==> src/rtl/xtlb_pkg.sv <==
package xtlb_pkg;

    localparam int VA_W = 32;

    typedef logic [VA_W-1:0] addr_t;

    typedef enum logic [1:0] {
        PG_SECTION = 2'b00,
        PG_LARGE   = 2'b01,
        PG_SMALL   = 2'b10,
        PG_RSVD    = 2'b11
    } pg_size_e;

    typedef enum logic [1:0] {
        AP_NONE    = 2'b00,
        AP_PRIV    = 2'b01,
        AP_USER_RO = 2'b10,
        AP_FULL    = 2'b11
    } ap_e;

    typedef struct packed {
        logic     valid;
        pg_size_e size;
        addr_t    tag;
        addr_t    base;
        logic     c;
        logic     b;
        ap_e      ap;
        logic     sup;
    } tlb_ent_t;

    typedef struct packed {
        addr_t    va;
        addr_t    pa;
        pg_size_e size;
        logic     c;
        logic     b;
        ap_e      ap;
        logic     sup;
    } fill_req_t;

    typedef struct packed {
        logic  any;
        logic  deny;
        addr_t pa;
        logic  c;
        logic  b;
    } lk_rsp_t;

    // Bits that take part in the tag compare for each region size.
    function automatic addr_t cmp_mask(pg_size_e s);
        case (s)
            PG_SECTION: return 32'hFFF0_0000;
            PG_LARGE:   return 32'hFFFF_0000;
            default:    return 32'hFFFF_F000;
        endcase
    endfunction

    function automatic logic perm_denied(ap_e ap, logic sup_only,
                                         logic user, logic write);
        if (!user)
            return (ap == AP_NONE);
        if (sup_only)
            return 1'b1;
        case (ap)
            AP_NONE, AP_PRIV: return 1'b1;
            AP_USER_RO:       return write;
            default:          return 1'b0;
        endcase
    endfunction

endpackage

==> src/rtl/xtlb_match.sv <==
module xtlb_match
    import xtlb_pkg::*;
#(
    parameter int ENTRIES = 8
) (
    input  tlb_ent_t [ENTRIES-1:0] ents,
    input  addr_t                  vaddr,
    output logic     [ENTRIES-1:0] hit_vec
);

    for (genvar g = 0; g < ENTRIES; g++) begin : g_cmp
        assign hit_vec[g] = ents[g].valid &&
                            ((vaddr & cmp_mask(ents[g].size)) == ents[g].tag);
    end

endmodule

==> src/rtl/xtlb_prio.sv <==
module xtlb_prio #(
    parameter int ENTRIES = 8,
    localparam int IDX_W = (ENTRIES > 1) ? $clog2(ENTRIES) : 1
) (
    input  logic [ENTRIES-1:0] hit_vec,
    output logic [ENTRIES-1:0] grant,
    output logic [IDX_W-1:0]   idx,
    output logic               any
);

    always_comb begin
        idx = '0;
        for (int i = ENTRIES - 1; i >= 0; i--) begin
            if (hit_vec[i])
                idx = IDX_W'(i);
        end
        any   = |hit_vec;
        grant = '0;
        if (any)
            grant[idx] = 1'b1;
    end

endmodule

==> src/rtl/xtlb_victim.sv <==
module xtlb_victim #(
    parameter int ENTRIES = 8,
    localparam int IDX_W = (ENTRIES > 1) ? $clog2(ENTRIES) : 1
) (
    input  logic               clk,
    input  logic               rst,
    input  logic [ENTRIES-1:0] valid_vec,
    input  logic               take,
    output logic [IDX_W-1:0]   slot
);

    logic [IDX_W-1:0] rr_q;
    logic [IDX_W-1:0] free_idx;
    logic             full;

    always_comb begin
        free_idx = '0;
        for (int i = ENTRIES - 1; i >= 0; i--) begin
            if (!valid_vec[i])
                free_idx = IDX_W'(i);
        end
        full = &valid_vec;
        slot = full ? rr_q : free_idx;
    end

    always_ff @(posedge clk) begin
        if (rst)
            rr_q <= '0;
        else if (take && full)
            rr_q <= (rr_q == IDX_W'(ENTRIES - 1)) ? '0 : rr_q + 1'b1;
    end

endmodule

==> src/rtl/xlat_tlb.sv <==
module xlat_tlb
    import xtlb_pkg::*;
#(
    parameter int ENTRIES = 8,
    localparam int IDX_W = (ENTRIES > 1) ? $clog2(ENTRIES) : 1
) (
    input  logic        clk,
    input  logic        rst,
    input  logic [31:0] lk_vaddr,
    input  logic        lk_user,
    input  logic        lk_write,
    output logic        lk_miss,
    output logic        lk_hit,
    output logic        lk_fault,
    output logic [31:0] lk_paddr,
    output logic        lk_cacheable,
    output logic        lk_bufferable,
    input  logic        fill_en,
    input  logic [31:0] fill_vaddr,
    input  logic [31:0] fill_paddr,
    input  logic [1:0]  fill_size,
    input  logic        fill_c,
    input  logic        fill_b,
    input  logic [1:0]  fill_perm,
    input  logic        fill_sup,
    input  logic        flush
);

    tlb_ent_t [ENTRIES-1:0] ents;
    logic     [ENTRIES-1:0] valid_vec;
    logic     [ENTRIES-1:0] hit_vec;
    logic     [ENTRIES-1:0] grant;
    logic     [IDX_W-1:0]   hit_idx;
    logic     [IDX_W-1:0]   fill_slot;
    logic                   hit_any;
    logic                   fill_go;
    fill_req_t              freq;
    tlb_ent_t               new_ent;
    tlb_ent_t               sel;
    lk_rsp_t                rsp;

    // Refill request, normalised to page boundaries.
    always_comb begin
        freq.va   = fill_vaddr;
        freq.pa   = fill_paddr;
        freq.size = pg_size_e'(fill_size);
        freq.c    = fill_c;
        freq.b    = fill_b;
        freq.ap   = ap_e'(fill_perm);
        freq.sup  = fill_sup;

        new_ent.valid = 1'b1;
        new_ent.size  = freq.size;
        new_ent.tag   = freq.va & cmp_mask(freq.size);
        new_ent.base  = freq.pa & cmp_mask(freq.size);
        new_ent.c     = freq.c;
        new_ent.b     = freq.b;
        new_ent.ap    = freq.ap;
        new_ent.sup   = freq.sup;
    end

    assign fill_go = fill_en && !flush;

    for (genvar g = 0; g < ENTRIES; g++) begin : g_ent
        assign valid_vec[g] = ents[g].valid;

        always_ff @(posedge clk) begin
            if (rst)
                ents[g] <= '0;
            else if (flush)
                ents[g].valid <= 1'b0;
            else if (fill_go && fill_slot == IDX_W'(g))
                ents[g] <= new_ent;
        end
    end

    xtlb_victim #(.ENTRIES(ENTRIES)) u_victim (
        .clk       (clk),
        .rst       (rst),
        .valid_vec (valid_vec),
        .take      (fill_go),
        .slot      (fill_slot)
    );

    xtlb_match #(.ENTRIES(ENTRIES)) u_match (
        .ents    (ents),
        .vaddr   (lk_vaddr),
        .hit_vec (hit_vec)
    );

    xtlb_prio #(.ENTRIES(ENTRIES)) u_prio (
        .hit_vec (hit_vec),
        .grant   (grant),
        .idx     (hit_idx),
        .any     (hit_any)
    );

    always_comb begin
        sel      = ents[hit_idx];
        rsp.any  = hit_any;
        rsp.deny = hit_any && perm_denied(sel.ap, sel.sup, lk_user, lk_write);
        rsp.pa   = sel.base | (lk_vaddr & ~cmp_mask(sel.size));
        rsp.c    = sel.c;
        rsp.b    = sel.b;
    end

    assign lk_miss       = !rsp.any;
    assign lk_fault      = rsp.deny;
    assign lk_hit        = rsp.any && !rsp.deny;
    assign lk_paddr      = rsp.pa;
    assign lk_cacheable  = rsp.c;
    assign lk_bufferable = rsp.b;

endmodule


==> config.mk <==
export PLATFORM = sky130hd
export DESIGN_NAME = xlat_tlb
export DESIGN_NICKNAME = d
export VERILOG_FILES = /design/src/rtl/xtlb_pkg.sv /design/src/rtl/xtlb_match.sv /design/src/rtl/xtlb_prio.sv /design/src/rtl/xtlb_victim.sv /design/src/rtl/xlat_tlb.sv
export SDC_FILE = /design/constraint.sdc
export NUM_CORES = 1
export LEC_CHECK = 0
export BUFFER_PORTS_ARGS = -buffer_cell sky130_fd_sc_hd__buf_2
export CORE_MARGIN = 1.5
export CORE_UTILIZATION = 45
export CTS_CLUSTER_SIZE = 8
export DETAILED_ROUTE_END_ITERATION = 8
export PLACE_DENSITY = 0.6
export SETUP_SLACK_MARGIN = 0.2
export SYNTH_ARGS = -nofsm -noshare
export SYNTH_HDL_FRONTEND = slang
export SYNTH_SLANG_ARGS = --single-unit
==> constraint.sdc <==
create_clock -name clk -period 5.5 [get_ports clk]
set_clock_uncertainty 0.1 [all_clocks]
set_input_delay 0 -clock clk [delete_from_list [all_inputs] [get_ports clk]]
set_output_delay 0 -clock clk [all_outputs]
set_load 0.005 [all_outputs]
Word level (Yosys, flattened, before mapping)
Cells that the tools add are included.

operators by class
  add/sub/neg operators = 1
  magnitude comparators = 1
  eq/ne operators = 28
  muxes and demuxes = 37
  bitwise gates (word level) = 14
  reduce and logical (&&, ||, !) cells = 47

operator list
  kind                                                        count
  case mux 20 bit (2 select lines)                            10
  AND 32 bit                                                  11
  equality test 32 bit                                        8
  binary-select mux 72 bit (select 3 bit)                     1
  two-way mux 71 bit                                          1
  two-way mux 3 bit                                           18
  NOT 32 bit                                                  1
  bitwise OR 32 bit                                           1
  equality test 2 x 1 -> 1 bit, second input constant         11
  zero test 2 bit                                             11
  logical AND 1 bit                                           20
  AND reduction 2 bit                                         8
  equality test 3 bit, second input constant                  5
  AND reduction 8 bit                                         1
  OR reduction 8 bit                                          1
  equality test 3 x 2 -> 1 bit, second input constant         2
  two-way mux 1 bit                                           6
  less-than comparator 3 x 4 -> 1 bit, second input constant  1
  OR reduction 2 bit                                          2
  adder 3 x 1 -> 3 bit, second input constant                 1
  equality test 3 x 1 -> 1 bit, second input constant         1
  zero test 1 bit                                             3
  zero test 3 bit                                             1
  equality test 2 bit, second input constant                  1
  2 further kinds                                             2

storage, ports and cells
  register bits after elaboration = 579
  output and inout bits = 37
  logic and storage cells = 193

Logic depth before layout (Yosys ltp)
  word-level depth = 23
  depth in mapped cells = 16
  gate-level depth less buffers = 11

Cells and area by module
From an unflattened synthesis, not the netlist that was laid out.

unflattened totals
  cells, all modules = 2315
  area, all modules = 18422.7 µm²

by module, submodules not included
  module       times used  cells an instance  area each (µm²)  seq. area each (µm²)
  xlat_tlb     1           1859               15300.9          7687.4
  xtlb_match   1           400                2747.6           0.0
  xtlb_victim  1           31                 229.0            60.1
  xtlb_prio    1           25                 145.1            0.0

Worst setup path before layout
Ideal clock, no wire load.

  path type = register -> output
  start point = reg, netlist name ents[343]
  end point = out lk_paddr[16]
  data arrival time = 3086 ps
  data required time = 5400 ps
  path slack = 2314 ps
  stages on the path, launching flop included = 14
  buffers on the path = 2
  path through = dfxtp_1 > nor2b_4 > a2111o_1 > or4_4 > nor4_4 > a21oi_2 > a2111o_1 > buf_6 > buf_8 > mux2i_1 > mux2i_1 > mux2i_4 > and3_4 > a21o_1

between the ends
  longest elaborated chain between the ends = 14

RTL lines
  what                                                                    RTL line          text
  equality test 32 bit *                                                  xtlb_match.sv:13  ((vaddr & cmp_mask(ents[g].size)) == ents[g].tag);
  logical AND 1 bit *                                                     xtlb_match.sv:12  assign hit_vec[g] = ents[g].valid &&
  two-way mux 3 bit * (5 in a row)                                        xtlb_prio.sv:14   if (hit_vec[i])
  binary-select mux 72 bit (select 3 bit) *                               xlat_tlb.sv:99    sel = ents[hit_idx];
  two-way mux 71 bit (not written as such) *                              xlat_tlb.sv:99
  equality test 2 x 1 -> 1 bit / zero test 2 bit (equally long branches)  xtlb_pkg.sv:52    case (s)
  case mux 20 bit (2 select lines)                                        xtlb_pkg.sv:52
  NOT 32 bit                                                              xlat_tlb.sv:102   rsp.pa = sel.base | (lk_vaddr & ~cmp_mask(sel.size));
  AND 32 bit                                                              xlat_tlb.sv:102
  bitwise OR 32 bit *                                                     xlat_tlb.sv:102
  to (decl)                                                               xlat_tlb.sv:15    output logic [31:0] lk_paddr,

Every way passes the cells marked *; elsewhere a longest branch is shown, timed or not. The select of a mux whose other input is x is not followed.

Worst setup path after layout
  start point = reg, netlist name ents[574]
  end point = out lk_paddr[19]

between the ends
  longest elaborated chain between the ends = 20

RTL lines
  what                                                                    RTL line
  equality test 2 x 1 -> 1 bit / zero test 2 bit (equally long branches)  xtlb_pkg.sv:52
  case mux 20 bit (2 select lines)                                        xtlb_pkg.sv:52
  AND 32 bit                                                              xtlb_match.sv:13
  equality test 32 bit                                                    xtlb_match.sv:13
  logical AND 1 bit                                                       xtlb_match.sv:12
  two-way mux 3 bit (8 in a row)                                          xtlb_prio.sv:14
  binary-select mux 72 bit (select 3 bit) *                               xlat_tlb.sv:99
  two-way mux 71 bit (not written as such) *                              xlat_tlb.sv:99
  equality test 2 x 1 -> 1 bit / zero test 2 bit (equally long branches)  xtlb_pkg.sv:52
  case mux 20 bit (2 select lines)                                        xtlb_pkg.sv:52
  NOT 32 bit                                                              xlat_tlb.sv:102
  AND 32 bit                                                              xlat_tlb.sv:102
  bitwise OR 32 bit *                                                     xlat_tlb.sv:102

Marks and branches as above.

==> summary.txt <==
Timing
  • RSZ-0062 raised after global routing: false
  • Final period utilization: 0.922
  • FMAX: 197 MHz
  • Final hold violations: 0
  • Setup violators final: 0
  • Fin. max-slew vios: 0
  • Max_slew headroom: 0.172
  • Setup TNS after final layout: 0 ps
  • Worst-margin pin slew: 1240 ps
  • Min Clock Period, post-route: 5070 ps

Global route
  • Largest net degree at the start of global routing: 173
  • Vias in the first global route: 16,200
  • Congestion Overflow GR: 0
  • First-pass GRT wire length: 94.0 mm
  • Total GRT Usage: 0.276
  • Initial antenna violation count: 1

Setup path
  • Crit path DAT: 4970 ps
  • Delay-heaviest family, CP: compound AO/OA/AOI/OAI gates
  • CP max-delay cell: a2111o_2
  • Reg2reg start: ents[503]
  • Crit-path cells: o21ai_0 -> xor2_1 -> and3_1 -> nor4bb_1 -> a21boi_0 -> a2111o_2 -> buf_6 -> mux2i_1 -> mux2i_1 -> mux2i_4 -> and3_4 -> a21o_1 -> buf_2
  • Critical path class: register to output pin
  • CP Capture Type: output pin
  • CP Max Fanout: 34
  • Most frequent CP cell: mux2i_1
  • CP startpoint kind: register
  • CP max stage delay: 760 ps
  • Worst path bufs/invs: 2
  • WP data required: 5400 ps
  • Worst Setup SP: ents[574]

Synthesis
  • Seq/Total Area, Yosys: 0.405
  • Main area contributors after synthesis: dfxtp_1, nand2_1, mux2i_1
  • Cells after Synth: 2,422
  • Mapped Nets: 2,533
  • Synth area leader: dfxtp_1
  • Mapped Area: 19,100 um^2
  • Cell variety after synth: 83
  • Top cells by count, synth: nand2_1, dfxtp_1, a21oi_1
  • FF+latch count, synth: 387
  • Share of the synthesized area in the top cell type: 0.405
  • Cell with the most instances after synthesis: nand2_1
  • Synthesized area per cell: 7.90 um^2
  • Number of synthesized flops with an enable pin: 0
  • Most used DFF post-synth: dfxtp_1
  • Asr flop ratio synth: 0
  • Yosys warns: 0

Power and ir drop
  • Lkg Pwr: 8.22 nW
  • P_int: 4.73 mW
  • Sw power: 1.48 mW
  • Clock power frac: 0.477
  • PD cells: 286 nW/um^2
  • Sequential power share: 0.457
  • Peak VDD IR: 0.269 mV
  • Comb pwr share: 0.066
  • Switching Fraction: 0.238

Layout
  • Final std cells w/o fill: 2,986
  • Ant. Diodes: 0
  • Area grow syn2layout: 13.4%
  • Total Nets Final: 2,555
  • Share of cells above drive strength 1: 0.0964

Clocking
  • Clk Latency, worst-skew pair: 600 ps
  • CTS tree: yes
  • Postcts setup bufs: 0
  • Root buffer cell: clkbuf_16
  • CTS Buf Count: 54
  • Clock buffer depth: 3
  • H-Tree Depth: 2
  • Register clock-pin slew on the reported worst setup and hold paths: 50 ps
  • CTS Sinks: 387

Min path
  • Worst Hold Launch: fill_en
  • Min-delay worst type: input port to register

Routing
  • Highest metal used: met4
  • M1 wire length: 26.9 mm
  • DR iter-0 viols: 1,232
  • Final WL: 61.2 mm
  • DR WL/cell: 20.5 um
  • Metal3 WL: 4.00 mm
  • Antenna Nets Post-Route: 0
  • Via count: 17,100
  • Via/cell ratio: 5.71
  • Drt pass-1 iters: 6
  • Met2 Wirelength: 28.4 mm
  • DRC viols: 0

Outcome
  • Outcome: complete, no violations

Floorplanning
  • Core ar.: 41,900 um^2
  • Full die area: 43,800 um^2
  • Die Span X: 209 um
  • Die H: 209 um
  • Starting Density: 0.456
  • Row count: 75
  • I/O pins: 146

Placement
  • # placed instances: 2,864
  • DP Wirelength: 38.2 mm
  • RePlAce Congestion: 0.918
  • IO Port Bufs: 97

Job
  • Maximum capacitance violations: 0
[logic make-up (layout without fill, tap and decap cells)]
family,Yosys count,in the layout,synth area share
multiplexers,222,222,0.120
XOR/XNOR,114,114,0.0522
flip-flops,387,387,0.405
buffers and inverters,225,250,0.0510
AND/OR/NAND/NOR,1010,1010,0.232
adder cells (fa/ha/maj),2,2,0.00131
AO/OA/AOI/OAI,462,462,0.139
[through the flow]
step	total power, mW	util	instance area, um^2	hold slack, ps	worst slack [ps]
detailed placement	3.26	0.468	19600	-100	969
global placement	3.25	0.468	19600	-100	1020
finish	6.21	0.517	21700	44.0	428
CTS	6.25	0.517	21700	7.84	325
global route	6.39	0.517	21700	73.2	214
floorplan	3.14	-	19100	-19.2	2310
[final timing paths]
path	slack (ps)	end	cells after the start
setup / recovery	430	lk_paddr[19]	13
setup reg to reg	1770	ents[32]	12
hold / removal	40	u_victim.rr_q[0]	5
hold reg to reg	350	ents[386]	2
[state kept, by name, summed over array words and instances (netlist names)]
name,cells
ents,384
u_victim.rr_q,3
[metal layers]
layer	global-route usage	vias to the layer above
li1	-	8185
met1	0.370	8150
met2	0.453	601
met3	0.0409	119
met4	0.0985	0
met5	0	-
[worst min-delay path, stage by stage]
cell and delay [ps]:
buf_2 100, nor2b_1 230, nand2_1 200, a21oi_1 90, nor2_1 70
[area by class of cell]
class / instances / area, um^2
inverters: 10 / 37.5
repair buffers: 181 / 1310
fillers: 3993 / 20300
well taps: 539 / 674
clock inverters: 4 / 63.8
multi-input cells: 1810 / 10500
flip-flops and latches: 387 / 7750
clock buffers: 55 / 1360
[cell usage in the layout, fill, tap and decap left out, types with 12 or more instances in the layout]
cell type | netlist | routed
clkbuf_16 | 0 | 54
dlygate4sd3_1 | 0 | 63
a21oi_1 | 294 | 294
nand2_1 | 528 | 527
nor2_1 | 269 | 261
nand2b_1 | 23 | 23
buf_4 | 16 | 18
nand4_1 | 37 | 37
o21ai_1 | 32 | 32
mux2_2 | 23 | 23
and2_1 | 19 | 19
mux2i_1 | 180 | 180
o21ai_0 | 22 | 22
nand3_1 | 24 | 22
dfxtp_1 | 387 | 387
xor2_1 | 38 | 38
xnor2_1 | 76 | 76
nor2b_1 | 15 | 15
o211ai_1 | 27 | 27
buf_2 | 24 | 96
nor4_1 | 25 | 25
nor3_1 | 12 | 12
mux2_1 | 18 | 18
[repair_timing]
item,in CTS,in global routing
hold endpoints to repair,399,0
endpoints found under the setup margin,0,7
resized for setup,0,1
hold buffers,63,0
[power by group through the flow]
| stage | Combinational, mW | Sequential [mW] | Clock (mW) |
|---|---|---|---|
| after floorplan | 0.246 | 2.89 | 0 |
| after global placement | 0.361 | 2.89 | 0 |
| after detailed placement | 0.365 | 2.89 | 0 |
| after CTS | 0.402 | 2.84 | 3.01 |
| after global routing | 0.437 | 2.84 | 3.11 |
| final | 0.409 | 2.84 | 2.96 |
Power figures use the tool's default switching activity.
